### src/rtl/alarm_pkg.sv
package alarm_pkg;
  localparam int NUM_FIELDS = 5;
  localparam int FLD_W = 8;
  localparam int EXCL_BIT = 7;
  localparam int FLAG_BIT = 6;
  localparam int IEN_BIT = 7;

  typedef logic [NUM_FIELDS-1:0][FLD_W-1:0] field_bank_t;

  // compared bits per field: sec, min, hour, mday, wday
  function automatic logic [FLD_W-1:0] field_mask(input int idx);
    case (idx)
      0, 1:    return 8'h7F;
      2, 3:    return 8'h3F;
      default: return 8'h07;
    endcase
  endfunction

  // field agrees when it is excluded or its compared bits are equal
  function automatic logic field_agrees(input logic [FLD_W-1:0] alarm_val,
                                        input logic [FLD_W-1:0] now_val,
                                        input logic [FLD_W-1:0] mask);
    return alarm_val[EXCL_BIT] || ((alarm_val & mask) == (now_val & mask));
  endfunction

  // next value of the sticky flag; a hit outranks a clearing write
  function automatic logic flag_next(input logic cur, input logic hit,
                                     input logic ctrl_wr, input logic wbit);
    if (hit) return 1'b1;
    if (ctrl_wr && !wbit) return 1'b0;
    return cur;
  endfunction
endpackage

### src/rtl/alarm_regbank.sv
module alarm_regbank
  import alarm_pkg::*;
#(
  parameter int ADDR_W = 5,
  parameter int ALARM_BASE = 11
) (
  input  logic              clk,
  input  logic              rst_n,
  input  logic              wr,
  input  logic [ADDR_W-1:0] addr,
  input  logic [FLD_W-1:0]  wdata,
  output field_bank_t       bank,
  output logic              addr_hit,
  output logic [FLD_W-1:0]  rd_val
);
  logic [NUM_FIELDS-1:0] sel;

  for (genvar i = 0; i < NUM_FIELDS; i++) begin : g_fld
    assign sel[i] = (addr == ADDR_W'(ALARM_BASE + i));
    always_ff @(posedge clk or negedge rst_n) begin
      if (!rst_n)
        bank[i] <= FLD_W'(1) << EXCL_BIT;
      else if (wr && sel[i])
        bank[i] <= wdata;
    end
  end

  assign addr_hit = |sel;

  always_comb begin
    rd_val = '0;
    for (int i = 0; i < NUM_FIELDS; i++)
      if (sel[i]) rd_val = bank[i];
  end
endmodule

### src/rtl/alarm_compare.sv
module alarm_compare
  import alarm_pkg::*;
(
  input  field_bank_t           bank,
  input  field_bank_t           now_vals,
  input  logic                  tick,
  output logic [NUM_FIELDS-1:0] field_ok,
  output logic                  any_armed,
  output logic                  hit
);
  logic [NUM_FIELDS-1:0] armed;

  for (genvar i = 0; i < NUM_FIELDS; i++) begin : g_cmp
    assign armed[i]    = !bank[i][EXCL_BIT];
    assign field_ok[i] = field_agrees(bank[i], now_vals[i], field_mask(i));
  end

  assign any_armed = |armed;
  assign hit       = tick && any_armed && (&field_ok);
endmodule

### src/rtl/alarm_flag_ctrl.sv
module alarm_flag_ctrl
  import alarm_pkg::*;
(
  input  logic             clk,
  input  logic             rst_n,
  input  logic             ctrl_wr,
  input  logic [FLD_W-1:0] wdata,
  input  logic             hit,
  output logic             flag,
  output logic             ien,
  output logic [FLD_W-1:0] ctrl_val,
  output logic             irq_n
);
  always_ff @(posedge clk or negedge rst_n) begin
    if (!rst_n) begin
      flag <= 1'b0;
      ien  <= 1'b0;
    end else begin
      flag <= flag_next(flag, hit, ctrl_wr, wdata[FLAG_BIT]);
      if (ctrl_wr) ien <= wdata[IEN_BIT];
    end
  end

  always_comb begin
    ctrl_val = '0;
    ctrl_val[FLAG_BIT] = flag;
    ctrl_val[IEN_BIT]  = ien;
  end

  assign irq_n = !(flag && ien);
endmodule

### src/rtl/alarm_match_unit.sv
module alarm_match_unit
  import alarm_pkg::*;
#(
  parameter int ADDR_W = 5,
  parameter int CTRL_ADDR = 1,
  parameter int ALARM_BASE = 11
) (
  input  logic              clk,
  input  logic              rst_n,
  input  logic              reg_wr,
  input  logic [ADDR_W-1:0] reg_addr,
  input  logic [7:0]        reg_wdata,
  output logic [7:0]        reg_rdata,
  input  logic              sec_tick,
  input  logic [6:0]        now_sec,
  input  logic [6:0]        now_min,
  input  logic [5:0]        now_hour,
  input  logic [5:0]        now_mday,
  input  logic [2:0]        now_wday,
  output logic              irq_n
);
  field_bank_t           bank;
  field_bank_t           now_vals;
  logic                  bank_sel;
  logic [FLD_W-1:0]      bank_rd;
  logic [FLD_W-1:0]      ctrl_rd;
  logic [NUM_FIELDS-1:0] field_ok;
  logic                  any_armed;
  logic                  match_hit;
  logic                  alarm_flag;
  logic                  irq_en;
  logic                  ctrl_sel;

  assign now_vals[0] = FLD_W'(now_sec);
  assign now_vals[1] = FLD_W'(now_min);
  assign now_vals[2] = FLD_W'(now_hour);
  assign now_vals[3] = FLD_W'(now_mday);
  assign now_vals[4] = FLD_W'(now_wday);

  assign ctrl_sel = (reg_addr == ADDR_W'(CTRL_ADDR));

  alarm_regbank #(.ADDR_W(ADDR_W), .ALARM_BASE(ALARM_BASE)) u_bank (
    .clk(clk), .rst_n(rst_n), .wr(reg_wr), .addr(reg_addr), .wdata(reg_wdata),
    .bank(bank), .addr_hit(bank_sel), .rd_val(bank_rd)
  );

  alarm_compare u_cmp (
    .bank(bank), .now_vals(now_vals), .tick(sec_tick),
    .field_ok(field_ok), .any_armed(any_armed), .hit(match_hit)
  );

  alarm_flag_ctrl u_ctl (
    .clk(clk), .rst_n(rst_n), .ctrl_wr(reg_wr && ctrl_sel), .wdata(reg_wdata),
    .hit(match_hit), .flag(alarm_flag), .ien(irq_en), .ctrl_val(ctrl_rd),
    .irq_n(irq_n)
  );

  always_comb begin
    if (ctrl_sel)      reg_rdata = ctrl_rd;
    else if (bank_sel) reg_rdata = bank_rd;
    else               reg_rdata = '0;
  end
endmodule

### config.mk
export PLATFORM = sky130hd
export DESIGN_NAME = alarm_match_unit
export DESIGN_NICKNAME = d
export VERILOG_FILES = /design/src/rtl/alarm_pkg.sv /design/src/rtl/alarm_regbank.sv /design/src/rtl/alarm_compare.sv /design/src/rtl/alarm_flag_ctrl.sv /design/src/rtl/alarm_match_unit.sv
export SDC_FILE = /design/constraint.sdc
export NUM_CORES = 1
export LEC_CHECK = 0
export CORE_ASPECT_RATIO = 0.5
export CORE_UTILIZATION = 30
export CTS_CLUSTER_SIZE = 10
export DETAILED_ROUTE_END_ITERATION = 6
export PLACE_DENSITY = 0.63
export SLEW_MARGIN = 10
export SYNTH_ARGS = -nofsm -noshare
export SYNTH_HDL_FRONTEND = slang
export SYNTH_SLANG_ARGS = --single-unit
### constraint.sdc
create_clock -name clk -period 2.3 [get_ports clk]
set_input_delay 0.23 -clock clk [delete_from_list [all_inputs] [get_ports clk]]
set_output_delay 0.23 -clock clk [all_outputs]
set_load 0.01 [all_outputs]
==> impl_metrics.yaml <==
outcome:
  status: "finished, final reports clean"
detailed_routing:
  first_pass_iters: 4
  drcViolationCount: 0
  avgViaCountPerCell: 4.98
  total_length_of_routed_wires_um: 6290
  dr.first_iter.drc_count: 90
  final_antenna_net_count: 0
  num_vias: 1959
  wire_per_inst_um: 16.0
timing:
  hold_violations: 0
  timing_worst_slew_pin_value_ns: 0.945
  fmax_mhz: 450
  skew_ns: 0.00532
  setup_viol_count_final: 0
  final.setup.worst_slack_ns: 0.0785
  rsz0062_at_grt: "no"
  final_min_period_over_clock_period_pct: 96.6
  slew_headroom_pct: 37.0
  timing_max_transition_violations_final: 0
  post-route-min-period_ns: 2.22
critical_path:
  regToRegStartpoint: "u_bank.bank[1]"
  cp.required_ns: 2.07
  max_incr_delay_on_cp_ns: 0.47
  endpoint_kind: "output pin"
  reg2reg_to: "u_ctl.flag"
  critical-path-slowest-cell: "clkdlybuf4s50_1"
  reg2regPathDepth: 5
  timing.reg2reg.setup_slack_ns: 0.66
  crit_chain: "clkdlybuf4s50_1 -> and4bb_4 -> buf_4 -> o21ai_0 -> a22o_1 -> a31oi_1 -> clkdlybuf4s15_1"
  critical_path_fanouts_max: 5
  critical-path-top-delay-family: "buffers and inverters"
  worstSetupPathType: "input pin to output pin"
  timing.critical_path.from_type: "input pin"
  crit_buf_inv: 3
  cp_data_arrival_time_ns: 1.99
clocking:
  clock_tree.root_cell: "clkbuf_16"
  cts_hold_buffers: 0
  clkLatencyLatePin_ns: 0.28
  cts_made_buffers: 5
  path_clk_slew_ns: 0.06
  htree_levels: 2
  ctsLongestPathBuffers: 2
  cts.sinks: 42
  tritoncts: "built"
finish:
  drive_above_1_share_pct: 27.7
  commonest_non_fill_non_tap_cell_in_the_layout: "clkdlybuf4s50_1"
  fillCellCount: 709
  multi_input_logic_area_sq_um: 1290
  post-route-util_pct: 43.7
  stdcell_area_sq_um: 3290
  finalNonFillerCells: 393
  layout_common_cells: "clkdlybuf4s50_1 (43), dfrtp_1 (37), mux2_2 (33)"
  syn_to_final_growth_pct: 38.0
  diodes_inserted: 0
  design.final.nets: 330
  final-seq-area_sq_um: 1060
grt:
  grt_antenna_before_repair: 0
  grt_pass1_wl_um: 10200
  largest_net_degree_at_the_start_of_global_routing: 43
  global_route.usage.total_pct: 16.0
  grt_pass1_vias: 2038
  grt-ovfl-total: 0
yosys:
  ys_async_sr_fraction_pct: 100
  synth_ff_type: "dfrtp_1"
  post-synth-top-area-fraction_pct: 38.9
  synth-seq-cells: 42
  synth_nets: 258
  netlist_area_sq_um: 2380
  synth_top_cell_by_area: "dfrtp_1"
  synth-seq-area-share_pct: 44.4
  distinct_cell_type_count_after_synthesis: 33
  synthesis.area_per_instance_sq_um: 11.2
  synthesis.instances: 212
  synth_top_cells_by_area: "dfrtp_1 (39%), mux2_2 (16%), xor2_1 (6.3%), dfstp_2 (5.5%), mux2_4 (5.0%)"
  synth_edf_count: 0
  synth_warnings: 0
die:
  width_of_the_chip_um: 128
  num_rows: 22
  die_h_um: 65.0
  top_level_ports: 55
  coreArea_sq_um: 7510
  initial_utilization_pct: 31.7
  die_area_sq_um: 8320
hold_path:
  worstHoldPathType: "input pin to asynchronous set/reset pin"
placed_design:
  buffer_ports.inserted: 54
  preCtsSetupSlack_ns: -0.262
  placed_cell_area_sq_um: 3130
  dpl.hpwl_um: 4970
  dp_cells: 382
  place_congestion: 0.820
power:
  power.density_cell_area_nw_per_um2: 671
  leakage_nw: 1.42
  irDropWorstVdd_mv: 0.285
  report.power.total_mw: 2.20
job:
  max-cap-violations: 0
==> cell usage after synthesis, types with 2 or more instances <==
cell,n
dfrtp_1,37
mux2_2,33
nand2_1,20
xor2_1,17
o21ai_0,16
xnor2_1,12
nor2_1,10
a31oi_1,8
mux2_4,8
a22o_1,7
dfstp_2,5
nor4_1,5
clkbuf_1,4
nand2b_1,4
a21oi_1,3
nand4_1,3
buf_6,2
o21a_1,2
o41ai_1,2
==> report_power, final <==
group          switching [mW]  total, mW  leakage (nW)  internal [mW]
clock network           0.274      0.704        0.0739          0.430
registers               0.137       1.03         0.526          0.895
logic                   0.175      0.468         0.818          0.292
==> cells by family (layout without fill, tap and decap cells) <==
family	Yosys count	in the layout	synth area share, %
AOI/OAI and AO/OA	41	41	11.0
xor gates and xnor gates	29	29	10.7
buffers and inverters	7	80	1.73
and+or+nand+nor	52	52	11.6
muxes	41	41	20.7
DFF	42	42	44.4
==> through the flow <==
step	hold slack (ns)	setup TNS, ns
after global routing	0.178	0
after floorplan	-0.0656	0
after global placement	0.413	-1.45
final	0.0951	0
after CTS	0.129	0
after detailed placement	0.429	-1.76
==> registers in the layout, indices dropped and copies added, names as in the netlist <==
| signal | count |
|---|---|
| u_bank.bank | 40 |
| u_ctl.flag | 1 |
| u_ctl.ien | 1 |
==> layer usage <==
layer	part of all wire (%)	GRT usage, %
met4	1.1	3.97
met2	48	27.2
met3	6.3	3.14
met5	0	0
met1	45	21.0
==> how the worst max path moves through the flow <==
stage                start      endpoint  slack [ns]  cells past startpoint
6_report       reg_addr[4]  reg_rdata[3]        0.08                      7
2_1_floorplan  reg_addr[4]  reg_rdata[0]        0.79                      5
4_1_cts        reg_addr[4]  reg_rdata[1]        0.09                      7
3_5_place_dp   reg_addr[1]  reg_rdata[0]       -0.26                      6
5_1_grt        reg_addr[4]  reg_rdata[0]       0.005                      8
3_3_place_gp   reg_addr[1]  reg_rdata[3]       -0.21                      6
==> what timing repair did <==
action | CTS | global route
setup buffers | 2 | 1
endpoints found under the setup margin | 8 | 3
gates resized for setup | 14 | 8
pin swaps | 1 | 1
cloned | 0 | 0
==> cell type report <==
| cell class | instances | area share, % |
|---|---|---|
| Timing Repair Buffer | 71 | 19.9 |
| Multi-Input combinational cell | 163 | 39.2 |
| Inverter | 1 | 0.114 |
| Tap cell | 108 | 4.11 |
| Clock inverter | 1 | 0.152 |
| Clock buffer | 7 | 4.34 |
| Sequential cell | 42 | 32.2 |
Note: power is estimated with default switching activity, not from simulation.
